===== src/rtl/ldst64_pkg.sv =====
package ldst64_pkg;

    typedef enum logic [1:0] {
        ST_IDLE = 2'd0,
        ST_REQ  = 2'd1,
        ST_WAIT = 2'd2,
        ST_WB   = 2'd3
    } ldst_state_e;

    typedef enum logic [1:0] {
        OP_NONE = 2'd0,
        OP_LWU  = 2'd1,
        OP_LD   = 2'd2,
        OP_SD   = 2'd3
    } ldst_op_e;

    localparam logic [6:0] OPC_LOAD  = 7'b0000011;
    localparam logic [6:0] OPC_STORE = 7'b0100011;
    localparam logic [2:0] F3_WORD_U = 3'b110;
    localparam logic [2:0] F3_DOUBLE = 3'b011;

endpackage


===== src/rtl/ldst64_decode.sv =====
module ldst64_decode
    import ldst64_pkg::*;
#(
    parameter int ILEN  = 32,
    parameter int XLEN  = 64,
    parameter int IMM_W = 12,
    parameter int IDX_W = 5
) (
    input  logic [ILEN-1:0]  instr,
    output ldst_op_e         op,
    output logic [XLEN-1:0]  imm,
    output logic [IDX_W-1:0] rd
);
    localparam int EXT_W = XLEN - IMM_W;

    logic [6:0]       opcode;
    logic [2:0]       funct3;
    logic [IMM_W-1:0] imm_raw;
    logic [4:0]       unused_base_idx;

    assign opcode          = instr[6:0];
    assign funct3          = instr[14:12];
    assign rd              = instr[11:7];
    assign unused_base_idx = instr[19:15];

    // stores split the offset across two fields
    assign imm_raw = (opcode == OPC_STORE) ? {instr[31:25], instr[11:7]}
                                           : instr[31:20];
    assign imm     = {{EXT_W{imm_raw[IMM_W-1]}}, imm_raw};

    always_comb begin
        op = OP_NONE;
        if (opcode == OPC_LOAD && funct3 == F3_WORD_U)
            op = OP_LWU;
        else if (opcode == OPC_LOAD && funct3 == F3_DOUBLE)
            op = OP_LD;
        else if (opcode == OPC_STORE && funct3 == F3_DOUBLE)
            op = OP_SD;
    end

endmodule


===== src/rtl/ldst64_agu.sv =====
module ldst64_agu #(
    parameter int XLEN = 64
) (
    input  logic [XLEN-1:0] base,
    input  logic [XLEN-1:0] offset,
    output logic [XLEN-1:0] eff_addr
);
    // wraps modulo 2^XLEN
    assign eff_addr = base + offset;

endmodule


===== src/rtl/ldst64_extend.sv =====
module ldst64_extend #(
    parameter int XLEN = 64
) (
    input  logic [XLEN-1:0] rdata,
    input  logic            half_sel,
    input  logic            word_mode,
    output logic [XLEN-1:0] result
);
    localparam int HALF_W   = XLEN / 2;
    localparam int N_HALVES = 2;

    logic [HALF_W-1:0] lane [N_HALVES];

    for (genvar g = 0; g < N_HALVES; g++) begin : g_lane
        assign lane[g] = rdata[g*HALF_W +: HALF_W];
    end

    assign result = word_mode ? {{HALF_W{1'b0}}, lane[half_sel]} : rdata;

endmodule


===== src/rtl/ldst64_unit.sv =====
module ldst64_unit
    import ldst64_pkg::*;
#(
    parameter int ILEN  = 32,
    parameter int XLEN  = 64,
    parameter int IMM_W = 12,
    parameter int IDX_W = 5
) (
    input  logic              clk,
    input  logic              rst_n,
    input  logic              in_valid,
    input  logic [ILEN-1:0]   instr,
    input  logic [XLEN-1:0]   rs1_val,
    input  logic [XLEN-1:0]   rs2_val,
    output logic              in_ready,
    output logic              mem_req,
    output logic              mem_we,
    output logic [XLEN-1:0]   mem_addr,
    output logic [XLEN/8-1:0] mem_be,
    output logic [XLEN-1:0]   mem_wdata,
    input  logic              mem_ready,
    input  logic [XLEN-1:0]   mem_rdata,
    output logic              wb_en,
    output logic [IDX_W-1:0]  wb_rd,
    output logic [XLEN-1:0]   wb_data,
    output logic              illegal
);
    localparam int BYTES    = XLEN / 8;
    localparam int HB       = BYTES / 2;
    localparam int HALF_BIT = $clog2(BYTES) - 1;

    ldst_state_e      state_q, state_d;
    ldst_op_e         dec_op, op_q;
    logic [XLEN-1:0]  dec_imm, ea;
    logic [IDX_W-1:0] dec_rd, rd_q;
    logic [XLEN-1:0]  addr_q, wdata_q, ext_data, wbdata_q;
    logic             illegal_q;
    logic             accept;

    ldst64_decode #(
        .ILEN(ILEN), .XLEN(XLEN), .IMM_W(IMM_W), .IDX_W(IDX_W)
    ) u_decode (
        .instr (instr),
        .op    (dec_op),
        .imm   (dec_imm),
        .rd    (dec_rd)
    );

    ldst64_agu #(.XLEN(XLEN)) u_agu (
        .base     (rs1_val),
        .offset   (dec_imm),
        .eff_addr (ea)
    );

    ldst64_extend #(.XLEN(XLEN)) u_extend (
        .rdata     (mem_rdata),
        .half_sel  (addr_q[HALF_BIT]),
        .word_mode (op_q == OP_LWU),
        .result    (ext_data)
    );

    assign accept = in_valid && (state_q == ST_IDLE);

    // state register
    always_ff @(posedge clk) begin
        if (!rst_n) state_q <= ST_IDLE;
        else        state_q <= state_d;
    end

    // next-state logic
    always_comb begin
        state_d = state_q;
        unique case (state_q)
            ST_IDLE: if (accept && dec_op != OP_NONE) state_d = ST_REQ;
            ST_REQ:  state_d = ST_WAIT;
            ST_WAIT: if (mem_ready) state_d = (op_q == OP_SD) ? ST_IDLE : ST_WB;
            ST_WB:   state_d = ST_IDLE;
            default: state_d = ST_IDLE;
        endcase
    end

    // captured instruction context and load result
    always_ff @(posedge clk) begin
        if (!rst_n) begin
            op_q      <= OP_NONE;
            rd_q      <= '0;
            addr_q    <= '0;
            wdata_q   <= '0;
            wbdata_q  <= '0;
            illegal_q <= 1'b0;
        end else begin
            illegal_q <= accept && (dec_op == OP_NONE);
            if (accept && dec_op != OP_NONE) begin
                op_q    <= dec_op;
                rd_q    <= dec_rd;
                addr_q  <= ea;
                wdata_q <= rs2_val;
            end
            if (state_q == ST_WAIT && mem_ready)
                wbdata_q <= ext_data;
        end
    end

    // outputs
    always_comb begin
        in_ready  = 1'b0;
        mem_req   = 1'b0;
        wb_en     = 1'b0;
        unique case (state_q)
            ST_IDLE: in_ready = 1'b1;
            ST_REQ:  mem_req  = 1'b1;
            ST_WAIT: ;
            ST_WB:   wb_en    = (rd_q != '0);
            default: ;
        endcase
        mem_we    = (op_q == OP_SD);
        mem_addr  = addr_q;
        mem_wdata = wdata_q;
        wb_rd     = rd_q;
        wb_data   = wbdata_q;
        illegal   = illegal_q;
        unique case (op_q)
            OP_LWU:  mem_be = addr_q[HALF_BIT] ? {{HB{1'b1}}, {HB{1'b0}}}
                                               : {{HB{1'b0}}, {HB{1'b1}}};
            OP_LD:   mem_be = '1;
            OP_SD:   mem_be = '1;
            default: mem_be = '0;
        endcase
    end

    AST_REQ_AFTER_ACCEPT: assert property (@(posedge clk) disable iff (!rst_n)
        (accept && dec_op != OP_NONE) |=> mem_req);
    AST_REQ_SINGLE: assert property (@(posedge clk) disable iff (!rst_n)
        mem_req |=> !mem_req);
    AST_ILLEGAL_QUIET: assert property (@(posedge clk) disable iff (!rst_n)
        illegal |-> (!mem_req && in_ready));
    AST_ILLEGAL_PULSE: assert property (@(posedge clk) disable iff (!rst_n)
        (accept && dec_op == OP_NONE) |=> illegal);
    AST_PORT_STABLE: assert property (@(posedge clk) disable iff (!rst_n)
        (state_q == ST_WAIT) |-> ($stable(mem_addr) && $stable(mem_be)
                                  && $stable(mem_we) && $stable(mem_wdata)));
    AST_STORE_FULL_LANES: assert property (@(posedge clk) disable iff (!rst_n)
        (mem_req && mem_we) |-> (mem_be == '1));
    AST_WB_SINGLE: assert property (@(posedge clk) disable iff (!rst_n)
        wb_en |=> !wb_en);
    AST_WB_LOAD_ONLY: assert property (@(posedge clk) disable iff (!rst_n)
        wb_en |-> (!mem_we && wb_rd != '0));
    AST_WORD_LANES: assert property (@(posedge clk) disable iff (!rst_n)
        (mem_req && op_q == OP_LWU) |-> ($countones(mem_be) == HB));

endmodule


===== config.mk =====
export PLATFORM = sky130hd
export DESIGN_NAME = ldst64_unit
export DESIGN_NICKNAME = d
export VERILOG_FILES = /design/src/rtl/ldst64_pkg.sv /design/src/rtl/ldst64_decode.sv /design/src/rtl/ldst64_agu.sv /design/src/rtl/ldst64_extend.sv /design/src/rtl/ldst64_unit.sv
export SDC_FILE = /design/constraint.sdc
export NUM_CORES = 1
export LEC_CHECK = 0
export ABC_AREA = 1
export BUFFER_PORTS_ARGS = -buffer_cell sky130_fd_sc_hd__clkbuf_2
export CORE_ASPECT_RATIO = 0.5
export CORE_MARGIN = 4
export CORE_UTILIZATION = 35
export CTS_BUF_LIST = sky130_fd_sc_hd__clkbuf_2 sky130_fd_sc_hd__clkbuf_4 sky130_fd_sc_hd__clkbuf_8
export DETAILED_ROUTE_END_ITERATION = 8
export GPL_TIMING_DRIVEN = 0
export PLACE_DENSITY = 0.64
export SETUP_SLACK_MARGIN = 0.1
export SYNTH_ARGS = -nofsm -noshare
export SYNTH_HDL_FRONTEND = slang
export SYNTH_SLANG_ARGS = --single-unit

===== constraint.sdc =====
create_clock -name clk -period 3.21 [get_ports clk]
set_clock_uncertainty 0.15 [all_clocks]
set_input_delay 0.1605 -clock clk [delete_from_list [all_inputs] [get_ports clk]]
set_output_delay 0.1605 -clock clk [all_outputs]
set_load 0.02 [all_outputs]

==> results of run 1 <==
[flip-flops by register name, indices dropped and copies added, names as in the netlist]
signal / cells
wb_data: 64
mem_addr: 64
wb_rd: 5
illegal: 1
mem_wdata: 64
state_q: 2
op_q: 2
[cell families (layout without fill, tap and decap cells)]
group	after synthesis	after routing	share of synthesized area, %
flops	202	202	29.8
xor+xnor	30	30	1.93
other cells	0	4	0
simple gates	1267	1267	37.2
compound gates	251	251	10.0
buf+inv	512	1143	15.1
fa+ha+maj	64	64	5.95
[layout make-up]
type / instances / area share [%]
Tap cell: 520 / 3.50
Antenna cell: 4 / 0.0538
Clock buffer: 50 / 3.30
Inverter: 427 / 8.62
Clock inverter: 4 / 0.182
Multi-Input combinational cell: 1612 / 40.8
Sequential cell: 202 / 21.7
Buffer: 85 / 2.42
Timing Repair Buffer: 577 / 19.4
[repair_timing]
item,4_1_cts,5_1_grt
endpoints found under the setup margin,22,30
setup buffers,0,2
gates resized for setup,10,17
pin swaps,0,2
hold endpoints to repair,141,0
hold buffers,144,0
[worst max-delay path, cell delays in order]
cell,delay [ps]
clkbuf_2,80
nor2_1,100
nand3_1,110
or4_1,480
clkbuf_4,230
o21ai_1,150
ha_2,220
inv_1,60
fa_2,380
inv_1,100
nand2_1,70
nand3_2,180
nand2_1,90
nand2_2,140
nand2_1,80
nand2_2,150
nand2_1,90
nand3_1,100
nand3_2,160
nand2_1,90
inv_1,40
[synth_stat cells, types with 2 or more instances]
cell,count
buf_4,19
o21ai_1,20
clkbuf_1,48
ha_1,63
a21oi_1,91
o21ai_0,97
o21bai_1,4
inv_2,3
o211ai_1,36
buf_1,4
nand2_1,692
nor4_1,2
nand4_1,10
and2_1,3
dfxtp_1,202
xor2_1,20
nand3_1,170
nor2_1,367
xnor2_1,10
buf_6,6
nor3_1,16
inv_1,424
buf_2,8
[routing by layer]
metal	GRT usage, %	wire (um)
met3	4.54	4320
met1	36.5	26400
met2	45.6	27900
met4	7.98	1860
met5	0	11
[cells in the final DEF, fill, tap and decap left out, types with 13 or more instances in the layout]
cell	instances
clkbuf_8	38
ha_1	62
nand2_1	686
nand3_1	165
o21ai_0	96
inv_1	424
dfxtp_1	202
o21ai_1	21
buf_4	21
nor3_1	15
clkbuf_1	47
dlygate4sd3_1	144
clkbuf_2	430
a21oi_1	90
xor2_1	18
clkbuf_4	13
o211ai_1	36
nor2_1	362
[where the power goes]
group | total, mW | internal (mW) | switching (mW)
Combinational | 2.41 | 0.836 | 1.58
Sequential | 2.77 | 2.67 | 0.101
Clock | 2.30 | 1.23 | 1.07
[worst max path at each step]
| stage | start | end | depth (start not counted) |
|---|---|---|---|
| finish | instr[3] | mem_addr[46] | 21 |
| global route | instr[3] | mem_addr[62] | 21 |
| CTS | instr[3] | mem_addr[46] | 21 |
| detailed placement | instr[3] | mem_addr[46] | 21 |
| global placement | instr[3] | mem_addr[46] | 21 |
| floorplan | instr[3] | mem_addr[44] | 19 |
[per-stage QoR]
step	instance area (sq um)	worst slack [ps]	hold slack, ps	power [mW]	cells
CTS	18500	62.3	5.12	7.49	3475
finish	18600	211	39.2	7.49	3481
global route	18600	97.1	56.0	7.90	3480
detailed placement	16400	-841	265	5.01	3277
global placement	16400	-789	260	5.01	3277
floorplan	13600	425	153	4.17	2326
==> reports/qor.csv, run 1 <==
stage,metric,value,unit
floorplanning,rows,50,
run_status,status,completed,
finish,multi_input_area,7580,sq um
grt,grt_pass1_wl,89700,um
worst_setup_path,reg2reg_to,op_q[0],
clocking,path_clk_slew,60,ps
worst_setup_path,critical_path_class,in2reg,
floorplanning,core-area,37800,sq um
synth,syn-cell-area,13600,sq um
worst_setup_path,startpoint_type,primary input,
power,leakagePower,10.6,nW
clocking,clk_latency,500,ps
synth,syn_avg_cell_area,5.84,sq um
sta,relSlewSlack,20.5,%
flow_run,max_cap_violations,0,
synth,syn_inst,2326,
synth,synth.area.top_cells,"dfxtp_1, nand2_1, inv_1",
synth,synth_edf_count,0,
worst_hold_path,holdPathStages,4,
grt,antenna_found_initial,4,
sta,setup_viol,0,
floorplanning,die_w,287,um
synth,synth-async-reset-ratio,0,%
detailed_routing,vias_per_cell,4.71,
finish,area_growth,36.9,%
synth,synth_ff_type,dfxtp_1,
clocking,cts_tree,yes,
sta,fin_tns_setup,0,ps
synth,synth_cell_types,34,
detailed_routing,firstDrtPassIters,5,
finish,final_util,49.1,%
power,powerDensity,403,nW/um^2
place,dpl.hpwl,49400,um
worst_hold_path,min-delay-start,rs1_val[5],
clocking,cts_max_level,2,
sta,fmax,0.333,GHz
synth,ys_warn_count,0,
clocking,clock-root-buffer,clkbuf_8,
floorplanning,dieArea,42200,sq um
synth,synth_top_area_cell,dfxtp_1,
place,io_buffers,431,
detailed_routing,drtIter0Drc,1179,
clocking,cts_buffers,35,
floorplanning,die_h,147,um
floorplanning,initial_core_util,35.9,%
grt,grt_overflow_total,0,
synth,syn_nets,2618,
clocking,clock_path_buffers,3,
sta,slew_violations,0,
finish,fillerInstances,4062,
worst_setup_path,end_kind,register,
detailed_routing,vias,16380,
worst_hold_path,hp-class,in2reg,
sta,worstMarginPinSlew,1190,ps
sta,min_period,3000,ps
worst_setup_path,timing.rr.start,state_q[1],
worst_setup_path,r2r_slack,650,ps
grt,grt_use_total,27.3,%
detailed_routing,drtAntennaViolNets,0,
synth,yosysSeqAreaShare,29.8,%
floorplanning,io_pins,438,
worst_setup_path,required,3470,ps
finish,seq_area,4040,sq um
place,gp_congestion,0.959,
clocking,clkSinkCount,202,
sta,finalHoldViolations,0,
worst_setup_path,critPathArrivalTime,3260,ps
finish,layout-drive-gt1-share,18.6,%
sta,rsz0062_at_grt,false,
worst_setup_path,ff2ff_path_depth,8,
detailed_routing,routed_wl,60500,um
grt,grt_pass1_vias,15338,
synth,synth_top_area_share,29.8,%
synth,synth-seq-cells,202,
detailed_routing,wl_per_cell,17.4,um
finish,nets,3232,
grt,grt_max_degree,54,
sta,finalCritPeriodShare,93.4,%
detailed_routing,drc_errors,0,
worst_setup_path,worstPathMaxFanout,10,
power,ir_worst_vdd,193,uV
worst_hold_path,min_to,mem_addr[5],
Power figures use the tool's default switching activity.
==> inputs of run 2 (changes only) <==
==> constraint.sdc (replaced) <==
create_clock -name clk -period 3.87 [get_ports clk]
set_clock_uncertainty 0.15 [all_clocks]
set_input_delay 0.5805 -clock clk [delete_from_list [all_inputs] [get_ports clk]]
set_output_delay 0.5805 -clock clk [all_outputs]
set_load 0.02 [all_outputs]
==> run 2 against run 1 <==
Highest routed layer unchanged. Sequential cell count is the same. Routed wire length shrank 3.0%. Total power shrank 19%. Via count shrank 3.9%. First-iteration DRC count shrank 9.8%. Clock power shrank 17%. Register-to-register slack gained 750 ps. Die area is the same. Worst hold slack gained 120 ps. Combinational power shrank 23%.
==> reports/qor.csv, run 2 (synthesis results as in run 1) <==
stage,metric,value,unit
run_status,status,completed,
clocking,clock-root-buffer,clkbuf_8,
clocking,cts_tree,yes,
power,leakagePower,9.93,nW
sta,rsz0062_at_grt,false,
sta,fin_tns_setup,0,ps
clocking,cts_max_level,2,
finish,layout-drive-gt1-share,19.1,%
sta,finalHoldViolations,0,
sta,min_period,3660,ps
detailed_routing,routed_wl,58700,um
finish,nets,3086,
detailed_routing,firstDrtPassIters,8,
detailed_routing,wl_per_cell,17.6,um
worst_hold_path,holdPathStages,3,
worst_hold_path,min-delay-start,rs2_val[34],
detailed_routing,vias_per_cell,4.71,
clocking,clock_path_buffers,3,
place,place_area,16400,sq um
sta,holdWs,163,ps
grt,grt_pass1_vias,14446,
sta,fmax,0.273,GHz
detailed_routing,vias,15734,
worst_setup_path,required,4130,ps
floorplanning,rows,50,
place,io_buffers,431,
finish,fillerInstances,4230,
grt,grt_max_degree,54,
floorplanning,io_pins,438,
grt,grt_overflow_total,0,
sta,relSlewSlack,11.6,%
flow_run,max_cap_violations,0,
floorplanning,dieArea,42200,sq um
clocking,cts_buffers,35,
floorplanning,die_w,287,um
worst_hold_path,min_to,mem_wdata[34],
worst_setup_path,r2r_slack,1400,ps
worst_setup_path,reg2reg_to,mem_wdata[58],
grt,antenna_found_initial,5,
detailed_routing,drtAntennaViolNets,0,
worst_setup_path,timing.rr.start,state_q[1],
worst_setup_path,critPathArrivalTime,3920,ps
finish,area_growth,25.9,%
worst_setup_path,end_kind,register,
power,powerDensity,355,nW/um^2
finish,layout_commonest_cell,nand2_1,
worst_setup_path,startpoint_type,primary input,
detailed_routing,drc_errors,0,
grt,grt_pass1_wl,86500,um
finish,final_design_area_no_fill,17100,sq um
sta,setup_viol,0,
clocking,clkSinkCount,202,
clocking,postCtsHoldBufs,0,
power,ir_worst_vdd,166,uV
floorplanning,core-area,37800,sq um
detailed_routing,drtIter0Drc,1063,
floorplanning,initial_core_util,35.9,%
worst_setup_path,critical_path_class,in2reg,
finish,final_cell_mix,"nand2_1, clkbuf_2, inv_1, nor2_1, dfxtp_1",
finish,final_util,45.2,%
worst_setup_path,ff2ff_path_depth,8,
sta,worstMarginPinSlew,1330,ps
place,dpl.hpwl,49400,um
clocking,clk_latency,500,ps
worst_setup_path,worstPathMaxFanout,10,
worst_hold_path,hp-class,in2reg,
clocking,path_clk_slew,60,ps
sta,finalCritPeriodShare,94.7,%
floorplanning,die_h,147,um
place,gp_congestion,0.959,
sta,slew_violations,0,
grt,grt_use_total,26.6,%
power,power,6.07,mW
## run 2: worst max-delay path, stage by stage
cell and delay, ps:
clkbuf_2 80, nor2_1 100, nand3_1 110, or4_1 470, buf_2 220, o21ai_0 190
ha_2 250, inv_1 70, fa_1 440, inv_1 110, nand2_1 70, nand3_2 180
nand2_1 70, nand2_1 190, nand2_1 90, nand2_2 160, nand2_1 90, nand3_1 80
nand3_1 200, nand2_1 110, inv_1 40
## run 2: metal layers
layer  global-route usage [%]  up-vias  part of all wire (%)
met5                        0        -                 0.019
met4                     7.76        2                   2.7
met3                     4.12       90                   6.3
met2                     43.7      443                    46
met1                     36.2     7132                    45
li1                         -     8067                     -
## run 2: layout make-up
class | count | area (sq um) | share of cell area (%)
multi-input cells | 1612 | 7540 | 44.1
flip-flops and latches | 202 | 4040 | 23.6
repair buffers | 431 | 2160 | 12.6
inverters | 427 | 1600 | 9.37
well taps | 520 | 651 | 3.80
clock buffers | 50 | 613 | 3.59
plain buffers | 85 | 447 | 2.61
clock inverters | 4 | 33.8 | 0.198
diodes | 7 | 17.5 | 0.102
## run 2: worst max-delay path by stage
stage / from / to / cells after the start / slack, ps
6_report: instr[3] / mem_addr[46] / 21 / 210
2_1_floorplan: instr[3] / mem_addr[44] / 19 / 670
5_1_grt: instr[3] / mem_addr[46] / 21 / 110
4_1_cts: instr[3] / mem_addr[46] / 21 / 140
3_3_place_gp: instr[3] / mem_addr[46] / 21 / -550
3_5_place_dp: instr[3] / mem_addr[46] / 21 / -600
## run 2: report_power, final
part	leakage, nW	internal, mW	switching, mW
Sequential	1.63	2.22	0.0830
Clock	0.347	1.02	0.890
Combinational	7.96	0.592	1.27
## run 2: timing repair
item	4_1_cts	5_1_grt
pin swaps	0	1
gates resized for setup	2	11
endpoints found under the setup margin	6	20
buffers inserted	0	0
## run 2: through the flow
stage / cells / setup slack, ps
floorplan: 2326 / 665
global placement: 3277 / -549
detailed placement: 3277 / -601
CTS: 3331 / 141
global route: 3335 / 108
finish: 3338 / 207
==> inputs of run 3 (changes only) <==
--- a/config.mk
+++ b/config.mk
@@ -7,7 +7,7 @@
 export LEC_CHECK = 0
 export ABC_AREA = 1
 export BUFFER_PORTS_ARGS = -buffer_cell sky130_fd_sc_hd__clkbuf_2
-export CORE_ASPECT_RATIO = 0.5
+export CORE_ASPECT_RATIO = 1.25
 export CORE_MARGIN = 4
 export CORE_UTILIZATION = 35
 export CTS_BUF_LIST = sky130_fd_sc_hd__clkbuf_2 sky130_fd_sc_hd__clkbuf_4 sky130_fd_sc_hd__clkbuf_8
==> run 3 against run 2 <==
Combinational power decreased by 3%. Utilization decreased by 0.45 points. First-iteration DRC count decreased by 21%. Setup slack better by 35 ps. Sequential share of layout area about the same. Maximum frequency increased by 0.96%.
==> reports/qor.csv, run 3 (synthesis results as in run 1) <==
stage,metric,value,unit
finish,layout-drive-gt1-share,18.9,%
grt,grtUsageMet3,4.95,%
clocking,clk_latency,540,ps
worst_setup_path,required,3140,ps
flow_run,max_cap_violations,0,
place,io_buffers,431,
sta,finalCritPeriodShare,93.8,%
finish,area_growth,25.9,%
grt,antenna_found_initial,7,
worst_setup_path,end_kind,output pin,
sta,worstMarginPinSlew,1220,ps
worst_setup_path,critical_path_class,reg2out,
sta,setup_viol,0,
power,powerDensity,360,nW/um^2
finish,nets,3087,
grt,grt_use_total,25.5,%
detailed_routing,vias_per_cell,4.75,
place,dp_slack,-463,ps
detailed_routing,routed_wl,56200,um
sta,rsz0062_at_grt,false,
clocking,cts_buffers,36,
detailed_routing,drc_errors,0,
floorplanning,core-area,38200,sq um
sta,min_period,3630,ps
finish,layout_commonest_cell,nand2_1,
floorplanning,die_w,184,um
sta,fmax,0.276,GHz
finish,finalNonFillerCells,3314,
grt,met1_usage,28.2,%
worst_hold_path,hp-class,in2reg,
floorplanning,dieArea,42100,sq um
place,gp_congestion,0.984,
run_status,status,completed,
clocking,cts_max_level,2,
grt,grt_pass1_wl,84200,um
clocking,clock_path_buffers,3,
finish,final_cell_mix,"nand2_1, clkbuf_2, inv_1, nor2_1, dfxtp_1",
grt,grt_pass1_vias,15156,
clocking,cts-resized-gates,0,
grt,grt_max_degree,54,
floorplanning,io_pins,438,
detailed_routing,firstDrtPassIters,6,
grt,grt_overflow_total,0,
floorplanning,rows,80,
clocking,postCtsHoldBufs,0,
power,ir_worst_vdd,196,uV
clocking,path_clk_slew,60,ps
detailed_routing,drtIter0Drc,845,
place,place_inst,3249,
sta,relSlewSlack,18.4,%
place,dpl.hpwl,47600,um
clocking,post-cts-setup-buffers,0,
worst_setup_path,critPathArrivalTime,2900,ps
worst_setup_path,startpoint_type,register,
detailed_routing,wl_per_cell,16.9,um
floorplanning,die_h,228,um
worst_setup_path,worstPathMaxFanout,10,
grt,busiest_layer,met2,
sta,worst_slack,242,ps
clocking,clkSinkCount,202,
floorplanning,initial_core_util,35.5,%
detailed_routing,vias,15738,
sta,holdWs,136,ps
power,power,6.15,mW
detailed_routing,drtAntennaViolNets,0,
clocking,cts_tree,yes,
sta,finalHoldViolations,0,
power,leakagePower,9.95,nW
clocking,clock-root-buffer,clkbuf_8,
grt,use_met2,45.5,%
sta,slew_violations,0,
## run 3: where the power goes
| part | switching [mW] | total [mW] | internal [mW] |
|---|---|---|---|
| Combinational | 1.21 | 1.80 | 0.588 |
| Clock | 0.919 | 2.04 | 1.12 |
| Sequential | 0.0953 | 2.31 | 2.22 |
| Total | 2.22 | 6.15 | 3.93 |
## run 3: layer usage
metal / wire, um / vias up
met5: 34 / -
met4: 3430 / 4
met3: 3850 / 163
met2: 27300 / 575
met1: 21600 / 6934
li1: - / 8062
## run 3: final timing paths
| check | from | to | slack [ps] | depth (start not counted) |
|---|---|---|---|---|
| setup / recovery | op_q[0] | mem_be[7] | 240 | 7 |
| hold / removal | instr[8] | wb_rd[1] | 140 | 3 |
| setup reg to reg | op_q[0] | wb_data[29] | 1480 | 8 |
| hold reg to reg | wb_data[32] | wb_data[32] | 310 | 2 |
## run 3: layout make-up
| type | count | area [sq um] |
|---|---|---|
| Fill cell | 4276 | 21100 |
| Multi-Input combinational cell | 1612 | 7500 |
| Sequential cell | 202 | 4040 |
| Timing Repair Buffer | 431 | 2160 |
| Inverter | 427 | 1600 |
| Clock buffer | 53 | 679 |
| Tap cell | 492 | 616 |
| Buffer | 85 | 447 |
| Clock inverter | 5 | 40.0 |
| Antenna cell | 7 | 17.5 |
## run 3: worst max-delay path: stages (launching register included)
cell      delay (ps)
dfxtp_1          370
inv_1             70
nor2_1           550
nand2_1          340
clkbuf_1         390
nand2_1          320
buf_4            160
clkbuf_2         150
## run 3: per-stage QoR
step / utilization [%] / TNS [ps] / instance area [sq um]
floorplan: - / 0 / 13600
global placement: 42.8 / -6920 / 16400
detailed placement: 42.8 / -6320 / 16400
CTS: 44.7 / 0 / 17100
global route: 44.7 / 0 / 17100
finish: 44.7 / 0 / 17100
